File: src/rtl/addcc_pkg.sv
package addcc_pkg;

    localparam int DATA_W    = 32;
    localparam int NUM_LANES = 3;
    localparam int QUICK_W   = 3;
    localparam int HALF_W    = DATA_W / 2;

    typedef enum logic [1:0] {
        OP_PLAIN = 2'd0,
        OP_ADDR  = 2'd1,
        OP_QUICK = 2'd2,
        OP_EXT   = 2'd3
    } add_op_e;

    typedef enum logic [1:0] {
        SZ_BYTE = 2'd0,
        SZ_WORD = 2'd1,
        SZ_LONG = 2'd2,
        SZ_ALT  = 2'd3
    } add_size_e;

    typedef struct packed {
        logic x;
        logic n;
        logic z;
        logic v;
        logic c;
    } ccr_t;

    typedef struct packed {
        logic carry;
        logic neg;
        logic zero;
        logic ovf;
    } lane_stat_t;

    function automatic logic [DATA_W-1:0] quick_value(input logic [QUICK_W-1:0] q);
        logic [DATA_W-1:0] v;
        v = {{(DATA_W-QUICK_W){1'b0}}, q};
        if (q == '0) v = DATA_W'(1 << QUICK_W);
        return v;
    endfunction

    function automatic logic [DATA_W-1:0] sext_half(input logic [DATA_W-1:0] a);
        return {{(DATA_W-HALF_W){a[HALF_W-1]}}, a[HALF_W-1:0]};
    endfunction

    function automatic logic [1:0] lane_of(input add_size_e s);
        logic [1:0] idx;
        case (s)
            SZ_BYTE: idx = 2'd0;
            SZ_WORD: idx = 2'd1;
            default: idx = 2'd2;
        endcase
        return idx;
    endfunction

endpackage

File: src/rtl/addcc_operand.sv
module addcc_operand
    import addcc_pkg::*;
(
    input  add_op_e             op,
    input  add_size_e           size,
    input  logic                dst_is_addr,
    input  logic [DATA_W-1:0]   src,
    input  logic [QUICK_W-1:0]  quick,
    output logic                addr_path,
    output logic [DATA_W-1:0]   addend
);
    logic [DATA_W-1:0] raw;
    logic              is_long;

    always_comb begin
        raw       = (op == OP_QUICK) ? quick_value(quick) : src;
        addr_path = (op == OP_ADDR) || ((op == OP_QUICK) && dst_is_addr);
        is_long   = (size == SZ_LONG) || (size == SZ_ALT);
        if (addr_path && !is_long) addend = sext_half(raw);
        else                       addend = raw;
    end
endmodule

File: src/rtl/addcc_core.sv
module addcc_core
    import addcc_pkg::*;
(
    input  logic [DATA_W-1:0]   a,
    input  logic [DATA_W-1:0]   b,
    input  logic                cin,
    input  logic                full_width,
    input  add_size_e           size,
    output logic [DATA_W-1:0]   sum_out,
    output lane_stat_t          stat
);
    logic [DATA_W-1:0] lane_res  [NUM_LANES];
    lane_stat_t        lane_stat [NUM_LANES];
    logic [1:0]        sel;

    for (genvar i = 0; i < NUM_LANES; i++) begin : g_lane
        localparam int W = 8 << i;
        logic [W:0] s;
        assign s = {1'b0, a[W-1:0]} + {1'b0, b[W-1:0]} + {{W{1'b0}}, cin};
        assign lane_stat[i].carry = s[W];
        assign lane_stat[i].neg   = s[W-1];
        assign lane_stat[i].zero  = (s[W-1:0] == '0);
        assign lane_stat[i].ovf   = (a[W-1] == b[W-1]) && (s[W-1] != a[W-1]);
        if (W < DATA_W) begin : g_merge
            assign lane_res[i] = {b[DATA_W-1:W], s[W-1:0]};
        end else begin : g_full
            assign lane_res[i] = s[W-1:0];
        end
    end

    always_comb begin
        sel     = full_width ? 2'(NUM_LANES-1) : lane_of(size);
        sum_out = lane_res[sel];
        stat    = lane_stat[sel];
    end
endmodule

File: src/rtl/addcc_flags.sv
module addcc_flags
    import addcc_pkg::*;
(
    input  add_op_e     op,
    input  logic        addr_path,
    input  ccr_t        ccr_in,
    input  lane_stat_t  stat,
    output ccr_t        ccr_out
);
    always_comb begin
        if (addr_path) begin
            ccr_out = ccr_in;
        end else begin
            ccr_out.x = stat.carry;
            ccr_out.c = stat.carry;
            ccr_out.n = stat.neg;
            ccr_out.v = stat.ovf;
            if (op == OP_EXT) ccr_out.z = ccr_in.z & stat.zero;
            else              ccr_out.z = stat.zero;
        end
    end
endmodule

File: src/rtl/addcc_unit.sv
module addcc_unit
    import addcc_pkg::*;
(
    input  logic        clk,
    input  logic        rst,
    input  logic        in_valid,
    input  logic [1:0]  op,
    input  logic [1:0]  size,
    input  logic        dst_is_addr,
    input  logic [31:0] src,
    input  logic [31:0] dst,
    input  logic [2:0]  quick,
    input  logic [4:0]  flags_in,
    output logic        out_valid,
    output logic [31:0] result,
    output logic [4:0]  flags_out
);
    add_op_e           op_e;
    add_size_e         size_e;
    ccr_t              ccr_in;
    ccr_t              ccr_next;
    logic              addr_path;
    logic [DATA_W-1:0] addend;
    logic [DATA_W-1:0] sum;
    lane_stat_t        stat;
    logic              cin;

    assign op_e   = add_op_e'(op);
    assign size_e = add_size_e'(size);
    assign ccr_in = ccr_t'(flags_in);
    assign cin    = (op_e == OP_EXT) ? ccr_in.x : 1'b0;

    addcc_operand u_operand (
        .op          (op_e),
        .size        (size_e),
        .dst_is_addr (dst_is_addr),
        .src         (src),
        .quick       (quick),
        .addr_path   (addr_path),
        .addend      (addend)
    );

    addcc_core u_core (
        .a          (addend),
        .b          (dst),
        .cin        (cin),
        .full_width (addr_path),
        .size       (size_e),
        .sum_out    (sum),
        .stat       (stat)
    );

    addcc_flags u_flags (
        .op        (op_e),
        .addr_path (addr_path),
        .ccr_in    (ccr_in),
        .stat      (stat),
        .ccr_out   (ccr_next)
    );

    always_ff @(posedge clk) begin
        if (rst) begin
            out_valid <= 1'b0;
            result    <= '0;
            flags_out <= '0;
        end else begin
            out_valid <= in_valid;
            if (in_valid) begin
                result    <= sum;
                flags_out <= ccr_next;
            end
        end
    end
endmodule

File: config.mk
export PLATFORM = sky130hd
export DESIGN_NAME = addcc_unit
export DESIGN_NICKNAME = d
export VERILOG_FILES = /design/src/rtl/addcc_pkg.sv /design/src/rtl/addcc_operand.sv /design/src/rtl/addcc_core.sv /design/src/rtl/addcc_flags.sv /design/src/rtl/addcc_unit.sv
export SDC_FILE = /design/constraint.sdc
export NUM_CORES = 1
export LEC_CHECK = 0
export BUFFER_PORTS_ARGS = -buffer_cell sky130_fd_sc_hd__buf_4
export CAP_MARGIN = 15
export CELL_PAD_IN_SITES_DETAIL_PLACEMENT = 0
export CELL_PAD_IN_SITES_GLOBAL_PLACEMENT = 1
export CORE_ASPECT_RATIO = 0.5
export CORE_MARGIN = 8
export CORE_UTILIZATION = 38
export DETAILED_ROUTE_END_ITERATION = 10
export PLACE_DENSITY = 0.81
export SYNTH_ARGS = -nofsm -noshare
export SYNTH_HDL_FRONTEND = slang
export SYNTH_SLANG_ARGS = --single-unit
File: constraint.sdc
create_clock -name clk -period 4.31 [get_ports clk]
set_clock_uncertainty 0.1 [all_clocks]
set_input_delay 0 -clock clk [delete_from_list [all_inputs] [get_ports clk]]
set_output_delay 0 -clock clk [all_outputs]
set_load 0.02 [all_outputs]
# ---- Yosys cells after proc, flatten, opt, wreduce, memory -nomap -nowiden
# Cells that the tools add are included.
dict set report totals {
  ff_bits 38
  latchBits 0
  ram_bits 0
  romBits 0
  inputBits 80
  output_inout_bits 38
  elab_cells 51
  memories 0
}
dict set report op_classes {
  addsub 6
  n_mul 0
  div_mod_pow 0
  n_lt_le_gt_ge 1
  n_eq_ne 12
  shifts 0
  n_mux 14
  bitwise 2
  n_reduce_logical 13
}
# operator n
set ops {}
lappend ops {{2-to-1 mux 32 bit} 4}
lappend ops {{binary-select mux 32 bit (select 2 bit)} 1}
lappend ops {{adder 32 x 32 -> 33 bit} 1}
lappend ops {{adder 33 x 1 -> 33 bit} 1}
lappend ops {{zero test 32 bit} 1}
lappend ops {{adder 16 x 16 -> 17 bit} 1}
lappend ops {{adder 17 x 1 -> 17 bit} 1}
lappend ops {{zero test 16 bit} 1}
lappend ops {{2-to-1 mux 4 bit} 3}
lappend ops {{adder 8 x 8 -> 9 bit} 1}
lappend ops {{adder 9 x 1 -> 9 bit} 1}
lappend ops {{binary-select mux 4 bit (select 2 bit)} 1}
lappend ops {{== test 2 bit (second input constant)} 4}
lappend ops {{zero test 8 bit} 1}
lappend ops {{logical AND 1 bit} 5}
lappend ops {{2-to-1 mux 5 bit} 1}
lappend ops {{== test 2 x 1 -> 1 bit (second input constant)} 2}
lappend ops {{case mux 2 bit (2 select lines)} 1}
lappend ops {{== test 1 bit} 3}
lappend ops {{>= comparator 3 bit (second input constant)} 1}
lappend ops {{zero test 3 bit} 1}
lappend ops {{!= test 1 bit} 3}
lappend ops {{NOT 2 -> 3 bit} 1}
lappend ops {{zero test 2 bit} 1}
lappend ops {{5 further kinds} 7}

# ---- Longest topological paths before layout
# Gate-level depths: netlist of the first run.
dict set report depth {
  ltp_word 15
  mapped_depth 18
  mapped_depth_nobuf 15
}

# ---- Hierarchy
# A second synthesis of the first run with hierarchy kept.
dict set report hier_totals {
  hier_cells 577
  area_unflattened_um2 4509.3
}
# module n_inst cells_per_inst area_per_inst_um2 seq_area_each_um2
set by_module_without_submodules {}
lappend by_module_without_submodules {addcc_core 1 383 2602.5 0.0}
lappend by_module_without_submodules {addcc_unit 1 122 1348.8 760.7}
lappend by_module_without_submodules {addcc_operand 1 63 499.2 0.0}
lappend by_module_without_submodules {addcc_flags 1 9 58.8 0.0}

# ---- Least setup slack after synthesis of the first run
# OpenSTA, ideal clock, no wires.
dict set report synth_path {
  kind {input to register}
  start {input op[1]}
  end {register flags_out[2]}
  setup_time_ps 69
  t_arrival_ps 3607
  required_time_ps 4141
  slack_ps 534
  cell_stages 18
  path_buffers 3
  cell_sequence {nor2b_1 > a21oi_1 > clkbuf_1 > nor3_1 > clkbuf_1 > a21o_1 > ha_1 > buf_2 > a2111oi_2 > o21ai_1 > a41oi_2 > nand4_1 > and2_1 > xnor2_1 > or3b_1 > nor4_1 > a41oi_1 > o21ai_1}
}
dict set report synth_via {
  elab_chain_cells 14
  elab_cells_between_ends 26
  cone_classes {6 x add/sub; 3 x eq/ne; 9 x mux; 2 x bitwise; 6 x reduce/logical}
}
# element line_no
set synth_lines {}
lappend synth_lines {{start, declared} addcc_unit.sv:7} ;# input logic [1:0] op,
lappend synth_lines {{== test 2 bit} {addcc_operand.sv:16, addcc_operand.sv:17}}
lappend synth_lines {{logical AND 1 bit} addcc_operand.sv:17} ;# addr_path = (op == OP_ADDR) || ((op == OP_QUICK) && dst_is_addr);
lappend synth_lines {{logical OR 1 bit} addcc_operand.sv:17}
lappend synth_lines {{logical AND 1 bit} addcc_operand.sv:19} ;# if (addr_path && !is_long) addend = sext_half(raw);
lappend synth_lines {{2-to-1 mux 32 bit} addcc_operand.sv:19}
lappend synth_lines {{adder 32 x 32 -> 33 bit} addcc_core.sv:19} ;# assign s = {1'b0, a[W-1:0]} + {1'b0, b[W-1:0]} + {{W{1'b0}}, cin};
lappend synth_lines {{adder 33 x 1 -> 33 bit} addcc_core.sv:19}
lappend synth_lines {{zero test 32 bit} addcc_core.sv:22} ;# assign lane_stat[i].zero = (s[W-1:0] == '0);
lappend synth_lines {{binary-select mux 4 bit (select 2 bit)} addcc_core.sv:34} ;# stat = lane_stat[sel];
lappend synth_lines {{2-to-1 mux 4 bit (not written as such) (2 in series)} addcc_core.sv:34}
lappend synth_lines {{bitwise AND 1 bit} addcc_flags.sv:18} ;# if (op == OP_EXT) ccr_out.z = ccr_in.z & stat.zero;
lappend synth_lines {{2-to-1 mux 1 bit} addcc_flags.sv:18}
lappend synth_lines {{2-to-1 mux 5 bit *} addcc_flags.sv:11} ;# if (addr_path) begin
lappend synth_lines {{end signal, assigned} addcc_unit.sv:70} ;# flags_out <= ccr_next;
lappend synth_lines {{end, declared} addcc_unit.sv:16} ;# output logic [4:0] flags_out
# Every way passes the cells marked *; elsewhere a longest branch is shown, timed or not. The select of a mux whose other input is x is not followed.
# A chain may end at the register's enable or synchronous reset.

# ---- Final worst setup path of the first run
dict set report layout_path {
  start {input size[1]}
  end {register flags_out[2]}
}
dict set report layout_via {
  elab_chain_cells 14
  elab_cells_between_ends 20
  cone_classes {2 x add/sub; 3 x eq/ne; 8 x mux; 2 x bitwise; 5 x reduce/logical}
}
# element line_no
set layout_lines {}
lappend layout_lines {{start, declared} addcc_unit.sv:8} ;# input logic [1:0] size,
lappend layout_lines {{== test 2 bit} addcc_operand.sv:18} ;# is_long = (size == SZ_LONG) || (size == SZ_ALT);
lappend layout_lines {{logical OR 1 bit} addcc_operand.sv:18}
lappend layout_lines {{zero test 1 bit} addcc_operand.sv:19}
lappend layout_lines {{logical AND 1 bit} addcc_operand.sv:19}
lappend layout_lines {{2-to-1 mux 32 bit} addcc_operand.sv:19}
lappend layout_lines {{adder 32 x 32 -> 33 bit} addcc_core.sv:19}
lappend layout_lines {{adder 33 x 1 -> 33 bit} addcc_core.sv:19}
lappend layout_lines {{zero test 32 bit} addcc_core.sv:22}
lappend layout_lines {{binary-select mux 4 bit (select 2 bit) *} addcc_core.sv:34}
lappend layout_lines {{2-to-1 mux 4 bit (not written as such) * (2 in series)} addcc_core.sv:34}
lappend layout_lines {{bitwise AND 1 bit} addcc_flags.sv:18}
lappend layout_lines {{2-to-1 mux 1 bit *} addcc_flags.sv:18}
lappend layout_lines {{2-to-1 mux 5 bit *} addcc_flags.sv:11}
# Marked as above.

==> key figures, run 1 <==
Run status
  – Status: finished, violations left
  – Failing checks: negative hold slack

Clocking
  – CTS buffer count: 5
  – Clock Tree Root: clkbuf_16
  – Clock Tree Buf Depth: 2
  – CTS tree: done
  – Clock Sinks: 38
  – Clock Latency Late Sink: 0.28 ns
  – H-tree depth: 2
  – Worst-path clk slew: 0.06 ns

Global routing
  – Total GRT Usage: 18.7%
  – Overflow after GRT: 0
  – Global-route wire length before repair: 21400 um
  – Largest net degree at the start of global routing: 68
  – Initial antenna violation count: 0
  – Vias in the first global route: 4123

Floorplanning
  – CORE AREA: 0.0101 mm2
  – Rows: 26
  – Die Span X: 160 um
  – Initial Utilization: 38.8%
  – Die Ht: 87.9 um
  – Die ar.: 0.0140 mm2
  – Top-level I/O count: 118

Timing
  – Least-Margin Pin Slew: 1.02 ns
  – Fmax: 0.249 GHz
  – Minimum clock period after layout: 4.02 ns
  – Fin crit share: 93.4%
  – Setup Total Neg Slack: 0 ns
  – Final WS setup: 0.287 ns
  – Max-slew violation count: 0
  – RSZ-0062 raised after global routing: no
  – Final hold viol count: 1
  – # setup viols final: 0
  – Slew HR: 32.1%
  – WHS: -0.00179 ns

Placement
  – DPL Wire Length: 10900 um
  – Pre-CTS setup slack: 0.131 ns
  – Port buffer count: 117
  – Placement Cell Area: 0.00490 mm2
  – GPL Wtd Cong: 0.959

Route
  – Met2 WL: 6060 um
  – WL met1: 6730 um
  – Starting DRT DRC Count: 329
  – Total number of vias: 4210
  – Met3 WL: 723 um
  – DRT Wirelength: 13600 um
  – Antenna Nets Post-Route: 0
  – 1st-pass router iterations: 5
  – Uppermost layer routed: met4
  – Drt drc: 0
  – Routed length per instance: 17.8 um
  – Vias per cell: 5.50

Critical path
  – Crit-path slowest cell: dlygate4sd3_1
  – Slowest stage delay, CP: 0.53 ns
  – Critical Path, Cell by Cell: dlygate4sd3_1, buf_4, inv_1, a21oi_2, buf_4, a21o_1, ha_1, a21oi_1, nor2_1, nor3_1, nand4_1, and2_1, xnor2_1, or3b_1, nor4_1, a41oi_1, o21ai_1
  – WP data required: 4.42 ns
  – R2R Setup Slk: 3.32 ns
  – Register-to-Register Path Depth: 3
  – CP Capture Type: flip-flop
  – Kind of critical path: in2reg
  – CP most frequent cell: buf_4
  – FF-to-FF End: flags_out[2]
  – R2r startpoint: flags_out[2]
  – WP data arrival: 4.14 ns
  – Crit-path max FO: 9
  – Startpoint Class: input pin

Layout
  – Area growth syn-to-layout: 32.9%
  – Nets@finish: 738
  – Diode count: 0
  – Finished Cell Area: 0.00522 mm2
  – Share of cells above drive strength 1: 24.3%

Run
  – Max Cap Viol: 0

Power and ir drop
  – Final Power: 1.68 mW
  – Worst vdd ir: 0.143 mV
  – Pwr dens: 321 mW/mm2
  – Lkg Pwr: 2.42 nW

Logic synthesis
  – Flops & latches, synth: 38
  – Synth warnings: 0
  – Main synth FF type: dfxtp_1
  – Synthesized net count: 627
  – Syn_area_per_cell: 7.63 um2
  – Syn Inst Count: 514
  – Number of flops mapped to enable cells by yosys: 0
  – Asr flop ratio synth: 0%
  – Netlist Area Pre-Place: 0.00392 mm2
  – Seq/Total Area, Yosys: 19.4%
  – Post-synth cell types: 65

Min path
  – Hold Path Stages: 3
  – Beginning of the worst hold path: flags_in[1]
  – Worst Hold Class: in2reg
  – End of the worst hold path: flags_out[1]
metal layers:
layer | vias up | track usage [%]
li1 | 2102 | -
met1 | 1956 | 24.9
met2 | 141 | 31.2
met3 | 11 | 3.71
met4 | 0 | 3.31
met5 | - | 0
report_power, final:
group          total [mW]  internal, mW  switching (mW)  leakage, nW
logic               0.766         0.329           0.437         2.01
registers           0.410         0.389          0.0214        0.315
clock network       0.499         0.333           0.166       0.0940
synthesized netlist by cell type, types with 2 or more instances:
library cell  number  share of area [%]
a41oi_2            2               0.83
o2111ai_1          2               0.45
nand2_1           45                4.3
o21ai_1            6               0.77
buf_2              2               0.26
and2_1            13                2.1
nand3_1            9                1.1
fa_1               2                1.0
nand4b_1           3               0.67
a211oi_2           3               0.96
o32a_1             2               0.51
nor3_1            12                1.5
nor2_1            59                5.6
clkbuf_1          26                2.5
o211ai_1          10                1.9
a311o_1            2               0.51
xnor2_1           18                4.0
o21ai_0           28                3.6
mux2i_1           25                6.4
nand4_1            9                1.4
a211oi_4           2                1.0
nand2b_1           2               0.32
dfxtp_1           38                 19
ha_1              31                9.9
and3_1             2               0.32
o31ai_2            2               0.64
o21a_1             6                1.1
a21oi_1           28                3.6
a31oi_1            5               0.80
xor2_1            13                2.9
a211o_1            2               0.45
a211oi_1          17                3.3
nor4_1             2               0.32
nor2b_1            9                1.4
nand3b_1           2               0.38
a22oi_1            2               0.38
inv_1             17                1.6
a21o_1            28                5.4
or2_2              2               0.32
kinds of logic (layout without fill, tap and decap cells):
kind of cell / count (synthesis) / count (layout) / synth area share (%)
AND/OR/NAND/NOR: 174 / 174 / 20.9
AO/OA/AOI/OAI: 166 / 166 / 30.8
buffers and inverters: 47 / 159 / 4.75
flip-flops: 38 / 38 / 19.4
adder cells (fa/ha/maj): 33 / 33 / 10.9
XOR/XNOR: 31 / 31 / 6.92
multiplexers: 25 / 25 / 6.38
metrics by stage:
| stage | cells | hold WS (ns) | utilization [%] |
|---|---|---|---|
| 2_1_floorplan | 514 | 0.0574 | - |
| 6_report | 766 | -0.00179 | 51.5 |
| 4_1_cts | 766 | 0.00252 | 51.5 |
| 3_5_place_dp | 746 | 0.234 | 48.4 |
| 5_1_grt | 766 | 0.0294 | 51.5 |
| 3_3_place_gp | 746 | 0.225 | 48.4 |
placed cells by master (no fill, tap or decap), drive strengths merged, types with 18 or more instances in the layout:
cell type / count
a211oi: 22
a21o: 29
a21oi: 28
buf: 122
dfxtp: 38
ha: 31
mux2i: 25
nand2: 46
nor2: 60
o21ai: 35
xnor2: 18
cell type report:
class / instances / area (um2)
Tap cell: 140 / 175
Inverter: 17 / 63.8
Clock inverter: 3 / 68.8
Sequential cell: 38 / 761
Timing Repair Buffer: 134 / 1040
Multi-Input combinational cell: 429 / 2990
Clock buffer: 5 / 125
Fill cell: 1003 / 4900
flip-flops by register name, summed over array words and instances (netlist names):
signal and count:
flags_out 5, out_valid 1, result 32
how the worst max path moves through the flow:
stage	startpoint	end	slack (ns)	depth (start not counted)
4_1_cts	size[1]	flags_out[2]	0.1	17
3_5_place_dp	op[0]	flags_out[2]	0.13	17
2_1_floorplan	op[1]	flags_out[2]	0.53	18
3_3_place_gp	op[0]	flags_out[2]	0.27	17
6_report	size[1]	flags_out[2]	0.29	17
5_1_grt	op[1]	flags_out[2]	0.001	17
critical path, delay by kind of cell:
kind / cells / cell delay [ns]
AOI/OAI and AO/OA: 5 / 1.06
xor gates and xnor gates: 1 / 0.21
adders and majority gates: 1 / 0.31
buffers and inverters: 4 / 1.06
and+or+nand+nor: 6 / 1.49
timing repair:
item,CTS,global route
buffers inserted,0,0
hold buffers,12,0
endpoints found under the hold margin,12,0
gates resized for setup,0,1
setup endpoints to repair,0,1
Power figures use the tool's default switching activity.
==> run 2, diff against run 1 <==
--- a/config.mk
+++ b/config.mk
@@ -13,6 +13,7 @@
 export CORE_MARGIN = 8
 export CORE_UTILIZATION = 38
 export DETAILED_ROUTE_END_ITERATION = 10
+export GPL_TIMING_DRIVEN = 0
 export PLACE_DENSITY = 0.81
 export SYNTH_ARGS = -nofsm -noshare
 export SYNTH_HDL_FRONTEND = slang
==> run 2 against run 1 <==
Compared with the run above: the flow now finishes without violations; register-to-register slack got worse by 0.35 ns; clock power is 1% lower; fmax fell by 0.54%; flip-flop and latch count stayed put; final cell count increased by 3.0%; hold slack better by 0.0051 ns; first-iteration DRC count down 34%; clock-buffer cell count is the same; combinational power grew 1%; via count increased by 2.3%; critical path depth up 2; global-route usage is 1.0 points higher.
==> key figures, run 2 (synthesis results as in run 1) <==
Floorplanning
  – Die Span X: 160 um
  – Die ar.: 0.0140 mm2
  – Rows: 26
  – CORE AREA: 0.0101 mm2
  – Top-level I/O count: 118
  – Die Ht: 87.9 um
  – Initial Utilization: 38.8%

Clocking
  – CTS buffer count: 5
  – H-tree depth: 2
  – CTS tree: done
  – Clock Tree Root: clkbuf_16
  – Worst-path clk slew: 0.06 ns
  – Clock Sinks: 38
  – Clock Tree Buf Depth: 2
  – Clock Latency Late Sink: 0.28 ns

Critical path
  – Kind of critical path: in2reg
  – Buf+Inv Stages, Crit Path: 4
  – Critical path's top delay family: simple AND/OR/NAND/NOR gates
  – CP most frequent cell: o21ai_1
  – WP data arrival: 4.17 ns
  – CP Capture Type: flip-flop
  – Critical Path, Cell by Cell: buf_4, nor2b_4, a21oi_1, clkbuf_2, nor3_4, clkbuf_4, a21o_1, ha_1, buf_2, a2111oi_2, o21ai_1, a41oi_2, nand4_1, and2_1, xnor2_1, or3b_1, nor4_1, a41oi_1, o21ai_1
  – WP data required: 4.43 ns
  – Slowest stage delay, CP: 0.39 ns
  – Startpoint Class: input pin
  – Crit-path slowest cell: or3b_1
  – Crit-path max FO: 10

Placement
  – DPL Wire Length: 11600 um
  – Placed insts: 770
  – Port buffer count: 116
  – Placement Cell Area: 0.00497 mm2
  – Pre-CTS setup slack: -0.955 ns
  – GPL Wtd Cong: 0.884

Timing
  – Least-Margin Pin Slew: 0.852 ns
  – # setup viols final: 0
  – RSZ-0062 raised after global routing: no
  – Final hold viol count: 0
  – Minimum clock period after layout: 4.05 ns
  – Fmax: 0.247 GHz
  – Slew HR: 43.2%
  – Max-slew violation count: 0
  – Final WS setup: 0.265 ns
  – Fin crit share: 93.9%

Power and ir drop
  – Logic gate share of total power: 46.2%
  – Pint: 1.05 mW
  – Sw frac: 37.3%
  – NetSw: 0.627 mW
  – Pwr dens: 316 mW/mm2
  – Clk network pwr share: 29.3%
  – Sequential share of power: 24.5%
  – Worst vdd ir: 0.137 mV
  – Lkg Pwr: 2.46 nW

Global routing
  – Overflow after GRT: 0
  – Vias in the first global route: 4240
  – Global-route wire length before repair: 22300 um
  – Initial antenna violation count: 0
  – Largest net degree at the start of global routing: 14
  – Total GRT Usage: 19.7%

Run
  – Max Cap Viol: 0

Layout
  – Top Registers: result x32, flags_out x5, out_valid x1
  – Nets@finish: 761
  – Biggest register: result
  – Area growth syn-to-layout: 35.6%
  – Diode count: 0
  – Finished Cell Area: 0.00532 mm2
  – Largest register FFs: 32
  – Post-route insts no fill: 789
  – Final Core Density: 52.6%
  – Most frequent cells in the layout: buf_4 (117), nor2_1 (59), nand2_1 (45)
  – Share of cells above drive strength 1: 24.0%
  – Commonest non-fill, non-tap cell in the layout: buf_4

Route
  – 1st-pass router iterations: 5
  – Drt drc: 0
  – DRT Wirelength: 14200 um
  – Total number of vias: 4306
  – Routed length per instance: 18.0 um
  – Antenna Nets Post-Route: 0
  – Starting DRT DRC Count: 217
  – Vias per cell: 5.46

Min path
  – Worst Hold Class: in2reg

Run status
  – Status: finished clean
run 2: cell types whose count changed in the layout (fill, tap and decap cells not counted), moves of 2 or more:
cell and delta:
clkbuf_1 +21, buf_4 -5, clkbuf_2 +3, buf_2 +2
run 2: layer usage:
| layer | up-vias | part of all wire [%] | wire [um] | track usage [%] |
|---|---|---|---|---|
| met5 | - | 0 | 0 | 0 |
| met4 | 0 | 1.1 | 155 | 4.08 |
| met3 | 13 | 5.8 | 829 | 3.42 |
| met2 | 124 | 44 | 6250 | 32.3 |
| met1 | 2020 | 49 | 6990 | 26.8 |
| li1 | 2149 | - | - | - |
run 2: path summary, 6_finish.rpt:
check,slack [ns],from,end,depth (start not counted)
min,0.003,dst[29],result[29],5
max,0.26,op[1],flags_out[2],19
max reg2reg,2.97,flags_out[1],flags_out[1],3
min reg2reg,0.38,result[27],result[27],2
run 2: cell type report:
cell class | count | area [um2]
buffer | 29 | 126
clock inverter | 3 | 68.8
sequential | 38 | 761
clock buffer | 5 | 125
inverter | 17 | 63.8
timing repair buffer | 128 | 988
fill | 1022 | 4800
tap | 140 | 175
multi-input combinational | 429 | 3010
run 2: stage by stage:
step	hold WS, ns	setup TNS [ns]	power, mW
finish	0.00329	0	1.68
global route	0.0341	0	1.77
CTS	0.00342	0	1.68
detailed placement	0.209	-5.71	1.17
global placement	0.200	-5.46	1.17
floorplan	0.0574	0	0.918
run 2: timing repair:
| action | 4_1_cts | 5_1_grt |
|---|---|---|
| endpoints found under the setup margin | 10 | 3 |
| pin swaps | 1 | 0 |
| cloned | 0 | 0 |
| endpoints found under the hold margin | 10 | 0 |
| hold buffers | 11 | 0 |
| setup buffers | 1 | 0 |
| resized for setup | 3 | 13 |
run 2: worst reg2reg max path, cell delays in order, from the launching register on:
cell and delay, ns:
dfxtp_1 0.33, nor2_1 0.04, a311oi_1 0.23, dlygate4sd3_1 0.57
run 2: power by group through the flow:
stage / clock [mW] / sequential (mW) / combinational [mW]
2_1_floorplan: 0 / 0.460 / 0.458
3_3_place_gp: 0 / 0.418 / 0.750
3_5_place_dp: 0 / 0.418 / 0.753
4_1_cts: 0.498 / 0.411 / 0.766
5_1_grt: 0.510 / 0.415 / 0.849
6_report: 0.493 / 0.411 / 0.776
==> run 3, diff against run 2 <==
--- a/config.mk
+++ b/config.mk
@@ -11,10 +11,11 @@
 export CELL_PAD_IN_SITES_GLOBAL_PLACEMENT = 1
 export CORE_ASPECT_RATIO = 0.5
 export CORE_MARGIN = 8
-export CORE_UTILIZATION = 38
+export CORE_UTILIZATION = 39
 export DETAILED_ROUTE_END_ITERATION = 10
 export GPL_TIMING_DRIVEN = 0
-export PLACE_DENSITY = 0.81
+export PLACE_DENSITY = 0.8
 export SYNTH_ARGS = -nofsm -noshare
 export SYNTH_HDL_FRONTEND = slang
+export SYNTH_HIERARCHICAL = 1
 export SYNTH_SLANG_ARGS = --single-unit
==> run 3 against run 2 <==
Compared with the run above: hold slack got worse by 0.0019 ns; area after synthesis increased by 15%; core utilization increased by 1.0 points; final cell count increased by 9.0%; register-to-register slack improved by 0.11 ns; combinational power increased by 19%; worst setup slack got worse by 0.015 ns; final area increased by 12%; total power increased by 5.3%; critical endpoint unchanged; largest cell class unchanged.
==> key figures, run 3 <==
Logic synthesis
  – Flops & latches, synth: 38
  – Seq/Total Area, Yosys: 16.9%
  – Syn_area_per_cell: 7.82 um2
  – Largest family of logic cells by synthesized area: compound AO/OA/AOI/OAI gates
  – Post-synth cell types: 83
  – Netlist Area Pre-Place: 0.00451 mm2
  – Synthesized net count: 690
  – Most numerous cell in the Yosys netlist: nand2_1
  – Synth cell count leaders: nand2_1 (72), nor2_1 (62), mux2i_1 (42)
  – Synth Area in Compound Gates: 26.0%
  – Area contributors post-synth: dfxtp_1 (17%), mux2i_1 (9.3%), ha_1 (8.6%), nand2_1 (6.0%), nor2_1 (5.2%)
  – Post-synthesis xor/xnor area fraction: 5.02%
  – Synth warnings: 6
  – Post-synth top area cell: dfxtp_1
  – Multiplexer area fraction after synthesis: 11.8%
  – Asr flop ratio synth: 0%
  – Post-Synth Adder-Cell Area: 9.49%
  – Post-Synth Simple-Gate Area: 24.4%
  – Syn Inst Count: 577
  – Number of flops mapped to enable cells by yosys: 0
  – Main synth FF type: dfxtp_1
  – Top cell type's share of synthesized area: 16.9%

Min path
  – End of the worst hold path: flags_out[3]
  – Hold Path Stages: 4
  – Beginning of the worst hold path: flags_in[3]
  – Worst Hold Class: in2reg

Clocking
  – CTS tree: done
  – CTS buffer count: 5
  – Worst-path clk slew: 0.05 ns
  – Clock Sinks: 38
  – Clock Tree Root: clkbuf_16
  – Clock Latency Late Sink: 0.29 ns
  – H-tree depth: 2
  – Clock Tree Buf Depth: 2

Critical path
  – R2R Setup Slk: 3.08 ns
  – WP data required: 4.38 ns
  – Kind of critical path: in2reg
  – FF-to-FF End: flags_out[1]
  – Startpoint Class: input pin
  – CP Capture Type: flip-flop
  – Register-to-Register Path Depth: 3
  – WP data arrival: 4.13 ns
  – R2r startpoint: flags_out[1]
  – Crit-path max FO: 10

Floorplanning
  – CORE AREA: 0.0111 mm2
  – Die Span X: 168 um
  – Die ar.: 0.0155 mm2
  – Initial Utilization: 40.6%
  – Die Ht: 92.0 um
  – Top-level I/O count: 118
  – Rows: 27

Layout
  – Area growth syn-to-layout: 32.2%
  – Layout fillers: 1096
  – Diode count: 0
  – Largest register FFs: 32
  – Share of cells above drive strength 1: 26.7%
  – Top Registers: result x32, flags_out x5, out_valid x1
  – Commonest non-fill, non-tap cell in the layout: buf_4
  – Biggest register: result
  – Most frequent cells in the layout: buf_4 (118), nand2_1 (72), nor2_1 (62)
  – Nets@finish: 828

Global routing
  – Vias in the first global route: 4775
  – Total GRT Usage: 19.6%
  – Largest net degree at the start of global routing: 12
  – Initial antenna violation count: 0
  – Global-route wire length before repair: 25000 um
  – Overflow after GRT: 0

Route
  – DRT Wirelength: 15500 um
  – Antenna Nets Post-Route: 0
  – Drt drc: 0
  – Starting DRT DRC Count: 263
  – Vias per cell: 5.51
  – Routed length per instance: 18.0 um
  – Total number of vias: 4739
  – 1st-pass router iterations: 5

Placement
  – DPL Wire Length: 12700 um
  – GPL Wtd Cong: 0.877
  – Port buffer count: 114
  – Pre-CTS setup slack: -0.228 ns

Timing
  – Fin crit share: 94.2%
  – Slew HR: 29.5%
  – Final WS setup: 0.250 ns
  – Max-slew violation count: 0
  – Least-Margin Pin Slew: 1.03 ns
  – Minimum clock period after layout: 4.06 ns
  – Final hold viol count: 0
  – RSZ-0062 raised after global routing: no
  – Fmax: 0.246 GHz
  – # setup viols final: 0

Power and ir drop
  – Sequential share of power: 23.5%
  – Worst vdd ir: 0.167 mV
  – Pint: 1.08 mW
  – NetSw: 0.689 mW
  – Final Power: 1.77 mW
  – Sw frac: 39.0%
  – Logic gate share of total power: 52.1%
  – Lkg Pwr: 2.76 nW
  – Pwr dens: 297 mW/mm2
  – Clk network pwr share: 24.4%

Run
  – Max Cap Viol: 0

Run status
  – Status: finished clean
run 3: cell types whose count changed after synthesis, moves of 7 or more:
cell      change
buf_2         +7
clkbuf_1     -17
xor2_1        -7
mux2i_1      +17
a211oi_1     -14
a211o_1      +16
nor3b_1      +17
nand2_1      +27
mux2_2       +10
a21o_1       -21
run 3: kinds of logic (layout without fill, tap and decap cells):
logic type / Yosys count / after routing
flip-flops: 38 / 38
buffers and inverters: 46 / 184
AO/OA/AOI/OAI: 159 / 159
XOR/XNOR: 25 / 25
adder cells (fa/ha/maj): 33 / 33
multiplexers: 52 / 52
AND/OR/NAND/NOR: 224 / 224
run 3: worst max path at each step:
stage	startpoint	to	slack [ns]	cells past startpoint
after floorplan	op[0]	flags_out[2]	0.53	20
after global placement	op[0]	flags_out[2]	-0.20	21
after detailed placement	op[0]	flags_out[2]	-0.23	21
after CTS	op[0]	flags_out[2]	0.05	21
after global routing	op[0]	flags_out[2]	0.005	21
final	op[0]	flags_out[2]	0.25	21
run 3: cell type report:
type	count	area, um2	share of cell area (%)
Clock inverter	1	30.0	0.504
Sequential cell	38	761	12.8
Timing Repair Buffer	131	1020	17.2
Tap cell	145	181	3.04
Multi-Input combinational cell	493	3530	59.3
Inverter	12	45.0	0.756
Clock buffer	6	139	2.33
Buffer	34	246	4.14
run 3: per-layer routing:
| layer | global-route usage [%] | routed length (um) | up-vias |
|---|---|---|---|
| li1 | - | - | 2385 |
| met3 | 3.93 | 811 | 16 |
| met4 | 2.44 | 160 | 0 |
| met2 | 31.6 | 6820 | 131 |
| met1 | 27.1 | 7690 | 2207 |
| met5 | 0 | 0 | - |
run 3: power by group through the flow:
| stage | sequential (mW) | clock (mW) | combinational, mW |
|---|---|---|---|
| floorplan | 0.467 | 0 | 0.549 |
| global placement | 0.420 | 0 | 0.870 |
| detailed placement | 0.421 | 0 | 0.873 |
| CTS | 0.414 | 0.435 | 0.891 |
| global route | 0.419 | 0.453 | 1.01 |
| finish | 0.415 | 0.432 | 0.921 |
run 3: worst max-delay path: stages:
cell	delay, ns
buf_4	0.09
buf_4	0.18
nand2b_1	0.18
clkbuf_4	0.20
mux2_2	0.34
inv_1	0.08
fa_1	0.20
inv_1	0.07
fa_2	0.40
a211oi_4	0.25
o21a_2	0.21
a21oi_1	0.13
or2_1	0.29
a21oi_1	0.29
a41oi_1	0.16
o311a_2	0.16
and4_2	0.27
o211a_1	0.21
o22a_2	0.23
mux2i_1	0.13
nor2_1	0.05
run 3: timing repair:
| action | 4_1_cts | 5_1_grt |
|---|---|---|
| resized for setup | 0 | 14 |
| setup buffers | 0 | 2 |
| endpoints found under the hold margin | 16 | 0 |
| endpoints found under the setup margin | 0 | 2 |
| hold buffers | 15 | 0 |
run 3: metrics by stage:
step	util [%]	instances	setup TNS, ns	hold slack [ns]	cell area (um2)
after floorplan	-	577	0	0.129	4510
after global placement	49.9	836	-0.203	0.215	5550
after detailed placement	49.9	836	-0.228	0.220	5550
after CTS	52.8	858	0	0.000218	5870
after global routing	53.6	860	0	0.0219	5960
final	53.6	860	0	0.00135	5960
